[src/rtl/feb_pkg.sv]
package feb_pkg;

   typedef enum logic [3:0] {
      PH_IDLE,
      PH_PRE,
      PH_SOF,
      PH_GUARD,
      PH_START,
      PH_DATA,
      PH_EGAP,
      PH_ELOW,
      PH_EHIGH,
      PH_TAIL
   } feb_phase_e;

endpackage

[src/rtl/feb_byte_stage.sv]
module feb_byte_stage #(
   parameter int BYTE_W    = 8,
   parameter int LEN_W     = 8,
   parameter bit LSB_FIRST = 1'b1
) (
   input  logic              clk,
   input  logic              rst_n,
   input  logic              busy_i,
   input  logic              frame_start_i,
   input  logic [LEN_W-1:0]  frame_len_i,
   input  logic              in_valid_i,
   input  logic [BYTE_W-1:0] in_data_i,
   output logic              in_ready_o,
   input  logic              load_i,
   input  logic              shift_i,
   output logic              have_byte_o,
   output logic              data_bit_o
);

   logic [LEN_W-1:0]  fetch_left_q;
   logic [BYTE_W-1:0] hold_q;
   logic              hold_full_q;
   logic [BYTE_W-1:0] shreg_q;
   logic [BYTE_W-1:0] shreg_shifted;
   logic              accept;

   assign in_ready_o  = busy_i && !hold_full_q && (fetch_left_q != '0);
   assign accept      = in_valid_i && in_ready_o;
   assign have_byte_o = hold_full_q;

   generate
      if (LSB_FIRST) begin : g_lsb
         assign data_bit_o    = shreg_q[0];
         assign shreg_shifted = {1'b0, shreg_q[BYTE_W-1:1]};
      end else begin : g_msb
         assign data_bit_o    = shreg_q[BYTE_W-1];
         assign shreg_shifted = {shreg_q[BYTE_W-2:0], 1'b0};
      end
   endgenerate

   always_ff @(posedge clk or negedge rst_n) begin
      if (!rst_n) begin
         fetch_left_q <= '0;
         hold_q       <= '0;
         hold_full_q  <= 1'b0;
         shreg_q      <= '0;
      end else if (frame_start_i) begin
         fetch_left_q <= frame_len_i;
         hold_full_q  <= 1'b0;
      end else begin
         if (accept) begin
            hold_q       <= in_data_i;
            hold_full_q  <= 1'b1;
            fetch_left_q <= fetch_left_q - 1'b1;
         end else if (load_i) begin
            hold_full_q <= 1'b0;
         end
         if (load_i) begin
            shreg_q <= hold_q;
         end else if (shift_i) begin
            shreg_shifted_hold: shreg_q <= shreg_shifted;
         end
      end
   end

   // the sequencer consumes a byte only when one is held
   assert_load_has_byte_R9: assert property (@(posedge clk) disable iff (!rst_n)
      load_i |-> hold_full_q);

   // an accepted byte is held on the next cycle
   assert_accept_holds_R9: assert property (@(posedge clk) disable iff (!rst_n)
      (in_valid_i && in_ready_o && !frame_start_i) |=> hold_full_q);

endmodule

[src/rtl/feb_sequencer.sv]
module feb_sequencer
   import feb_pkg::*;
#(
   parameter int BYTE_W        = 8,
   parameter int LEN_W         = 8,
   parameter int PREAMBLE_BITS = 40,
   parameter int SOF_BITS      = 10,
   parameter int GUARD_BITS    = 2,
   parameter int EOF_LOW_BITS  = 10,
   parameter int EOF_HIGH_BITS = 8,
   parameter int TAIL_BITS     = 24
) (
   input  logic             clk,
   input  logic             rst_n,
   input  logic             start_req_i,
   input  logic [LEN_W-1:0] len_i,
   input  logic             etu_en_i,
   input  logic             have_byte_i,
   input  logic             data_bit_i,
   output logic             busy_o,
   output logic             done_o,
   output logic             bit_o,
   output logic             frame_start_o,
   output logic             load_o,
   output logic             shift_o
);

   localparam int M1      = (PREAMBLE_BITS > SOF_BITS) ? PREAMBLE_BITS : SOF_BITS;
   localparam int M2      = (M1 > GUARD_BITS) ? M1 : GUARD_BITS;
   localparam int M3      = (M2 > EOF_LOW_BITS) ? M2 : EOF_LOW_BITS;
   localparam int M4      = (M3 > EOF_HIGH_BITS) ? M3 : EOF_HIGH_BITS;
   localparam int M5      = (M4 > TAIL_BITS) ? M4 : TAIL_BITS;
   localparam int SEG_MAX = (M5 > BYTE_W) ? M5 : BYTE_W;
   localparam int CNT_W   = $clog2(SEG_MAX + 1);

   localparam logic [CNT_W-1:0] PRE_LAST   = CNT_W'(PREAMBLE_BITS - 1);
   localparam logic [CNT_W-1:0] SOF_LAST   = CNT_W'(SOF_BITS - 1);
   localparam logic [CNT_W-1:0] GUARD_LAST = CNT_W'(GUARD_BITS - 1);
   localparam logic [CNT_W-1:0] BYTE_LAST  = CNT_W'(BYTE_W - 1);
   localparam logic [CNT_W-1:0] ELOW_LAST  = CNT_W'(EOF_LOW_BITS - 1);
   localparam logic [CNT_W-1:0] EHIGH_LAST = CNT_W'(EOF_HIGH_BITS - 1);
   localparam logic [CNT_W-1:0] TAIL_LAST  = CNT_W'(TAIL_BITS - 1);

   feb_phase_e       ph_q, ph_d;
   logic [CNT_W-1:0] cnt_q, cnt_d;
   logic [LEN_W-1:0] left_q, left_d;
   logic             bit_q, bit_d;
   logic             done_q, done_d;
   logic             adv;

   assign busy_o        = (ph_q != PH_IDLE);
   assign frame_start_o = start_req_i && !busy_o;
   assign adv           = etu_en_i && busy_o;
   assign bit_o         = bit_q;
   assign done_o        = done_q;

   always_comb begin
      ph_d    = ph_q;
      cnt_d   = cnt_q;
      left_d  = left_q;
      bit_d   = bit_q;
      done_d  = 1'b0;
      load_o  = 1'b0;
      shift_o = 1'b0;
      if (frame_start_o) begin
         ph_d   = PH_PRE;
         cnt_d  = '0;
         left_d = len_i;
      end else if (adv) begin
         case (ph_q)
            PH_PRE: begin
               bit_d = 1'b1;
               if (cnt_q == PRE_LAST) begin
                  ph_d  = PH_SOF;
                  cnt_d = '0;
               end else begin
                  cnt_d = cnt_q + 1'b1;
               end
            end
            PH_SOF: begin
               bit_d = 1'b0;
               if (cnt_q == SOF_LAST) begin
                  ph_d  = (left_q != '0) ? PH_GUARD : PH_EGAP;
                  cnt_d = '0;
               end else begin
                  cnt_d = cnt_q + 1'b1;
               end
            end
            PH_GUARD: begin
               bit_d = 1'b1;
               if (cnt_q >= GUARD_LAST) begin
                  if (have_byte_i) begin
                     ph_d  = PH_START;
                     cnt_d = '0;
                  end
               end else begin
                  cnt_d = cnt_q + 1'b1;
               end
            end
            PH_START: begin
               bit_d  = 1'b0;
               load_o = 1'b1;
               ph_d   = PH_DATA;
               cnt_d  = '0;
            end
            PH_DATA: begin
               bit_d   = data_bit_i;
               shift_o = 1'b1;
               if (cnt_q == BYTE_LAST) begin
                  cnt_d  = '0;
                  left_d = left_q - 1'b1;
                  ph_d   = (left_q == LEN_W'(1)) ? PH_EGAP : PH_GUARD;
               end else begin
                  cnt_d = cnt_q + 1'b1;
               end
            end
            PH_EGAP: begin
               bit_d = 1'b1;
               ph_d  = PH_ELOW;
               cnt_d = '0;
            end
            PH_ELOW: begin
               bit_d = 1'b0;
               if (cnt_q == ELOW_LAST) begin
                  ph_d  = PH_EHIGH;
                  cnt_d = '0;
               end else begin
                  cnt_d = cnt_q + 1'b1;
               end
            end
            PH_EHIGH: begin
               bit_d = 1'b1;
               if (cnt_q == EHIGH_LAST) begin
                  ph_d  = PH_TAIL;
                  cnt_d = '0;
               end else begin
                  cnt_d = cnt_q + 1'b1;
               end
            end
            PH_TAIL: begin
               bit_d = 1'b1;
               if (cnt_q == TAIL_LAST) begin
                  ph_d   = PH_IDLE;
                  cnt_d  = '0;
                  done_d = 1'b1;
               end else begin
                  cnt_d = cnt_q + 1'b1;
               end
            end
            default: begin
               ph_d  = PH_IDLE;
               bit_d = 1'b1;
            end
         endcase
      end
   end

   always_ff @(posedge clk or negedge rst_n) begin
      if (!rst_n) begin
         ph_q   <= PH_IDLE;
         cnt_q  <= '0;
         left_q <= '0;
         bit_q  <= 1'b1;
         done_q <= 1'b0;
      end else begin
         ph_q   <= ph_d;
         cnt_q  <= cnt_d;
         left_q <= left_d;
         bit_q  <= bit_d;
         done_q <= done_d;
      end
   end

   // line rests high outside a frame
   assert_idle_high_R1: assert property (@(posedge clk) disable iff (!rst_n)
      !busy_o |-> bit_o);

   // no etu pulse, no change on the line
   assert_hold_bit_R5: assert property (@(posedge clk) disable iff (!rst_n)
      !etu_en_i |=> $stable(bit_o));

   // done is a single-cycle pulse
   assert_done_pulse_R7: assert property (@(posedge clk) disable iff (!rst_n)
      done_o |=> !done_o);

   // done coincides with the end of busy
   assert_done_at_end_R7: assert property (@(posedge clk) disable iff (!rst_n)
      done_o |-> $fell(busy_o));

   // every bit sent during the start marker is low
   assert_sof_low_R2: assert property (@(posedge clk) disable iff (!rst_n)
      (adv && ph_q == PH_SOF) |=> !bit_o);

   // a start while busy does not restart the preamble
   assert_restart_ignored_R8: assert property (@(posedge clk) disable iff (!rst_n)
      (busy_o && start_req_i && ph_q != PH_PRE && !(adv && ph_q == PH_TAIL)) |=> ph_q != PH_PRE);

endmodule

[src/rtl/cmd_frame_bit_encoder.sv]
module cmd_frame_bit_encoder #(
   parameter int BYTE_W        = 8,
   parameter int LEN_W         = 8,
   parameter bit LSB_FIRST     = 1'b1,
   parameter int PREAMBLE_BITS = 40,
   parameter int SOF_BITS      = 10,
   parameter int GUARD_BITS    = 2,
   parameter int EOF_LOW_BITS  = 10,
   parameter int EOF_HIGH_BITS = 8,
   parameter int TAIL_BITS     = 24
) (
   input  logic              clk,
   input  logic              rst_n,
   input  logic              start_i,
   input  logic [LEN_W-1:0]  len_i,
   input  logic              byte_valid_i,
   input  logic [BYTE_W-1:0] byte_data_i,
   output logic              byte_ready_o,
   input  logic              etu_en_i,
   output logic              bit_o,
   output logic              busy_o,
   output logic              done_o
);

   generate
      if (BYTE_W < 2) begin : g_bad_byte_w
         $error("BYTE_W must be at least 2");
      end
      if (LEN_W < 1) begin : g_bad_len_w
         $error("LEN_W must be at least 1");
      end
      if (PREAMBLE_BITS < 1 || SOF_BITS < 1 || GUARD_BITS < 1) begin : g_bad_head
         $error("preamble, start marker and guard lengths must be at least 1");
      end
      if (EOF_LOW_BITS < 1 || EOF_HIGH_BITS < 1 || TAIL_BITS < 1) begin : g_bad_tail
         $error("end marker and trailer lengths must be at least 1");
      end
   endgenerate

   logic frame_start;
   logic load;
   logic shift;
   logic have_byte;
   logic data_bit;

   feb_sequencer #(
      .BYTE_W        (BYTE_W),
      .LEN_W         (LEN_W),
      .PREAMBLE_BITS (PREAMBLE_BITS),
      .SOF_BITS      (SOF_BITS),
      .GUARD_BITS    (GUARD_BITS),
      .EOF_LOW_BITS  (EOF_LOW_BITS),
      .EOF_HIGH_BITS (EOF_HIGH_BITS),
      .TAIL_BITS     (TAIL_BITS)
   ) u_seq (
      .clk           (clk),
      .rst_n         (rst_n),
      .start_req_i   (start_i),
      .len_i         (len_i),
      .etu_en_i      (etu_en_i),
      .have_byte_i   (have_byte),
      .data_bit_i    (data_bit),
      .busy_o        (busy_o),
      .done_o        (done_o),
      .bit_o         (bit_o),
      .frame_start_o (frame_start),
      .load_o        (load),
      .shift_o       (shift)
   );

   feb_byte_stage #(
      .BYTE_W    (BYTE_W),
      .LEN_W     (LEN_W),
      .LSB_FIRST (LSB_FIRST)
   ) u_bytes (
      .clk           (clk),
      .rst_n         (rst_n),
      .busy_i        (busy_o),
      .frame_start_i (frame_start),
      .frame_len_i   (len_i),
      .in_valid_i    (byte_valid_i),
      .in_data_i     (byte_data_i),
      .in_ready_o    (byte_ready_o),
      .load_i        (load),
      .shift_i       (shift),
      .have_byte_o   (have_byte),
      .data_bit_o    (data_bit)
   );

   // bytes are only requested during a frame
   assert_ready_in_frame_R9: assert property (@(posedge clk) disable iff (!rst_n)
      byte_ready_o |-> busy_o);

endmodule

[config.mk]
export PLATFORM = sky130hd
export DESIGN_NAME = cmd_frame_bit_encoder
export DESIGN_NICKNAME = d
export VERILOG_FILES = /design/src/rtl/feb_pkg.sv /design/src/rtl/feb_byte_stage.sv /design/src/rtl/feb_sequencer.sv /design/src/rtl/cmd_frame_bit_encoder.sv
export SDC_FILE = /design/constraint.sdc
export NUM_CORES = 1
export LEC_CHECK = 0
export BUFFER_PORTS_ARGS = -buffer_cell sky130_fd_sc_hd__buf_2
export CORE_ASPECT_RATIO = 0.7
export CORE_MARGIN = 10
export CORE_UTILIZATION = 55
export DETAILED_ROUTE_END_ITERATION = 12
export PLACE_DENSITY_LB_ADDON = 0.05
export SYNTH_ARGS = -nofsm -noshare
export SYNTH_HDL_FRONTEND = slang
export SYNTH_SLANG_ARGS = --single-unit
export TNS_END_PERCENT = 1
[constraint.sdc]
create_clock -name clk -period 5.2 [get_ports clk]
set_input_delay 1.04 -clock clk [delete_from_list [all_inputs] [get_ports clk]]
set_output_delay 1.04 -clock clk [all_outputs]
set_load 0.01 [all_outputs]
# Yosys cells after proc, flatten, opt, wreduce, memory -nomap -nowiden
# Cells that the tools add are included.
# Widths: inputs -> output; s select.
# word_totals
ramBits	0
rom_bits	0
latch_bits	0
n_memories	0
register_bits	45
# op_classes
muxes	44
n_eq_ne	23
order_cmp	1
reduce_logical	27
n_shift	0
multipliers	0
div	0
addsub	3
bitwise_logic	1
# ops
op	count
$mux 8	8
$mux 6	8
$mux 4	10
$pmux 4 s9	1
$pmux 6 s6	1
$ne 3x2->1 const B	8
$eq 4x3->1 const B	4
$reduce_bool 8->1	2
$sub 8x1->8 const B	2
$mux 1	13
$reduce_bool 2->1	5
$reduce_and 9->1	1
$eq 4x2->1 const B	2
$eq 4x4->1 const B	2
$eq 8x1->1 const B	1
$reduce_bool 7->1	1
$add 6x1->6 const B	1
$eq 6x3->1 const B	1
$eq 6x4->1 const B	1
$eq 6x5->1 const B	1
$eq 6x6->1 const B	1
$ge 6x1->1 const B	1
$mux 3	2
$reduce_and 2->1	3
11 further kinds	19

# Longest topological paths before layout
# depth
depth_word	7
depth_mapped	8
ltp_nobuf	7

# By module
# Synthesis repeated with hierarchy kept, for this count alone.
# hier_totals
hier_cells	311
area_unflattened_um2	2859.0
# by_module_without_submodules
module	cells_per_inst	area_each_um2	instances
feb_sequencer	192	1617.8	1
feb_byte_stage	119	1241.2	1

# Least setup slack after synthesis
# No wires, ideal clock.
# synth_path
path_type	input port to flip-flop
from	input start_i
to	register u_seq.cnt_q[3]
setup_time_ns	0.128
arrival_ns	2.166
setup_slack_ns	2.906
required_time_ns	5.072
n_path_buf	1
stages	6
path_cell_list	or4b_1 a21oi_1 o32a_1 buf_2 mux2i_1 nor3_1
# synth_between
elab_chain_cells	3
elab_cells_between_ends	6
classes_between	1 x eq/ne; 1 x mux; 4 x reduce/logical
# synth_rtl
item	line	rtl
start: declaration	cmd_frame_bit_encoder.sv:14	input logic start_i,
$logic_and 1x1->1 (*)	feb_sequencer.sv:52	assign frame_start_o = start_req_i && !busy_o;
$ne 4x3->1 (no source line) (tied with other cells)	--	
$reduce_and 3->1 (no source line)	--	
end signal: assignment	feb_sequencer.sv:167	cnt_q <= cnt_d;
end: declaration	feb_sequencer.sv:45	logic [CNT_W-1:0] cnt_q, cnt_d;
# Mark *: on every way between the ends. The rest lies on a longest branch, timed or not.
# A chain may end at the register's enable or synchronous reset.

# Worst setup path in the final report
# layout_path
from	register u_bytes.fetch_left_q[0]
to	output byte_ready_o
# layout_between
elab_chain_cells	2
# layout_rtl
item	line	rtl
start: declaration	feb_byte_stage.sv:20	logic [LEN_W-1:0] fetch_left_q;
start signal: assignment	feb_byte_stage.sv:48	fetch_left_q <= frame_len_i;
start signal: assignment	feb_byte_stage.sv:54	fetch_left_q <= fetch_left_q - 1'b1;
$reduce_bool 8->1	feb_byte_stage.sv:27	assign in_ready_o = busy_i && !hold_full_q && (fetch_left_q != '0);
$logic_and 1x1->1	feb_byte_stage.sv:27	
end: declaration	cmd_frame_bit_encoder.sv:18	output logic byte_ready_o,
# No other way between the ends.

==> flow_summary.ini <==
[final_layout]
design_area_mm2 = 0.00294
antenna_cells = 0
utilization = 0.615
stdcell_count = 366
area_growth_pct = 8.05
drive_gt1_frac = 0.182
nets = 324

[worst_setup_path]
required_ns = 4.16
critPathKind = flip-flop to output port
start_kind = flip-flop
crit_path_max_fanout = 8
r2r_cells = 5
worst_setup_path_end_kind = output port
arrival_ns = 1.92

[yosys]
netlist.area_leader.share = 0.405
syn-num-nets = 307
postSynthCellCount = 279
ys_async_sr_fraction = 1.00
synth.avg_cell_area_um2 = 9.75
synthFlopType = dfrtp_1
synth_xor_area_frac = 0.0451
synthTopCellsByArea = dfrtp_1 (40%), mux2_2 (3.7%), xor2_1 (3.5%)
synth_top_area_cell = dfrtp_1
ys_seq_area_frac = 0.414
synth_fa_ha_area_frac = 0.0322
synth_compound_area_frac = 0.151
yosysWarnings = 0
syn_area_mm2 = 0.00272
ys_ff_latch = 45
synthTopCellsByCount = dfrtp_1 (44), nand2_1 (24), nor2_1 (22), a21oi_1 (19), o21ai_0 (18)
synth.distinct_cells = 56
synth_edf_count = 0
synth_top_family_by_area = simple AND/OR/NAND/NOR gates
synth_simple_gate_area_frac = 0.226
yosysMostFrequentCell = dfrtp_1
synth_mux_area_frac = 0.0722

[detailed_routing]
drt_first_pass_iters = 4
routedWlPerCell_um = 15.9
via_per_inst = 5.70
first_iter_violations = 144
vias = 2085
drc_errors = 0
totalWireLength_um = 5820
ant_nets = 0

[status]
status = complete, no violations

[placement]
numPortBuffers = 24
placed_area_mm2 = 0.00282
dp_hpwl_um = 4200
place_congestion = 0.850
place_inst = 358

[floorplanning]
rows = 21
die_h_um = 78.8
io_pins = 25
core_mm2 = 0.00478
die_w_um = 104
initial_utilization = 0.569
dieArea_mm2 = 0.00820

[run]
max_cap_violations = 0

[clock_tree]
clk_pin_slew_ns = 0.10
cts_tree = done
cts_root_buf = clkbuf_8
cts_resized = 0
cts_buffers = 5
cts_setup_buffers = 0
htree_levels = 2
cts_hold_buffers = 0
clock-sinks = 45
cts.path.max_buffers = 2
insertion_delay_ns = 0.31

[sta]
period_needed_ns = 2.96
tns_ns = 0
clock.fmax_ghz = 0.338
hold_viol = 0
worst_pin_slew_ns = 1.02
maxSlewViolCount = 0
slew_headroom = 0.323
fin_skew_ns = 0.0118
grt_setup_unrepaired = no
post-route-period-util = 0.569
setup_viol = 0

[grt]
grt_pass1_vias = 1962
grt_use_total = 0.143
grt_pass1_wl_um = 9780
overflow = 0
grt_max_degree = 46
grt_antenna_before_repair = 0

[pwr]
p_per_area_mw_per_mm2 = 583
cellLeakagePower_nw = 1.19
power.total_mw = 1.71
ir_worst_vdd_mv = 0.324

[hold_path]
hold_path_class = flip-flop to flip-flop
whs_path_depth = 2
-- cells in the final DEF (no fill, tap or decap), types with 3 or more instances in the layout --
| cell | instances |
|---|---|
| mux2i_1 | 8 |
| nor2b_1 | 4 |
| o21ai_0 | 18 |
| nand4_1 | 4 |
| inv_1 | 12 |
| nor2_1 | 22 |
| o311ai_0 | 4 |
| xnor2_1 | 3 |
| clkbuf_8 | 5 |
| nor3_1 | 7 |
| mux2_2 | 9 |
| nor4_1 | 5 |
| nand4b_1 | 3 |
| nand3b_1 | 4 |
| a21oi_1 | 19 |
| nand3_1 | 9 |
| ha_1 | 7 |
| nand2_1 | 24 |
| xor2_1 | 11 |
| and2_1 | 4 |
| dfrtp_1 | 44 |
| o32ai_1 | 3 |
| buf_2 | 24 |
-- report_power, final --
group          switching, mW  leakage (nW)  internal, mW
registers              0.195         0.539         0.514
logic                  0.388         0.591         0.336
clock network          0.133        0.0603         0.147
-- routing by layer --
metal	share of wire	vias up	GRT usage
met2	0.39	63	0.200
met1	0.55	974	0.215
met4	0.0077	0	0.0374
li1	-	1042	-
met3	0.051	6	0.0298
met5	0	-	0
-- sequential cells by signal, summed over array words and instances (netlist names) --
register	count
u_seq.done_o	1
u_seq.cnt_q	6
u_bytes.hold_q	8
u_seq.left_q	8
u_seq.bit_o	1
u_bytes.have_byte_o	1
u_bytes.shreg_q	8
u_bytes.fetch_left_q	8
u_seq.ph_q	4
-- path summary, 6_finish.rpt --
kind,startpoint,to,slack (ns)
min,u_bytes.hold_q[6],u_bytes.shreg_q[6],0.49
min in group asynchronous,rst_n,u_bytes.hold_q[1],0.90
max reg2reg,u_seq.ph_q[0],u_seq.ph_q[0],2.50
max,u_bytes.fetch_left_q[0],byte_ready_o,2.24
min reg2reg,u_bytes.hold_q[6],u_bytes.shreg_q[6],0.49
max in group asynchronous,rst_n,u_seq.ph_q[1],3.67
-- per-stage QoR --
| stage | hold WS [ns] | setup WS (ns) |
|---|---|---|
| after floorplan | 0.433 | 2.91 |
| after CTS | 0.492 | 2.24 |
| final | 0.488 | 2.24 |
| after global placement | 0.456 | 2.50 |
| after detailed placement | 0.469 | 2.45 |
| after global routing | 0.521 | 2.10 |
-- critical path: stages (launching register included) --
cell and delay [ns]:
dfrtp_1 0.41, inv_1 0.08, ha_1 0.19, nor2b_1 0.14, a311oi_2 0.55, buf_2 0.24
-- cells by family (layout without fill, tap and decap cells) --
kind of cell | Yosys count | count (layout)
AOI/OAI and AO/OA | 62 | 62
DFF | 45 | 45
xor gates and xnor gates | 14 | 14
buffers and inverters | 27 | 45
adders and majority gates | 7 | 7
and+or+nand+nor | 106 | 106
muxes | 18 | 18
-- area by class of cell --
class | count | area [um^2]
Clock inverter | 3 | 50.0
Inverter | 12 | 45.0
Timing Repair Buffer | 25 | 128
Clock buffer | 5 | 68.8
Multi-Input combinational cell | 207 | 1430
Fill cell | 436 | 1840
Sequential cell | 45 | 1130
Tap cell | 69 | 86.3
Power figures use the tool's default switching activity.
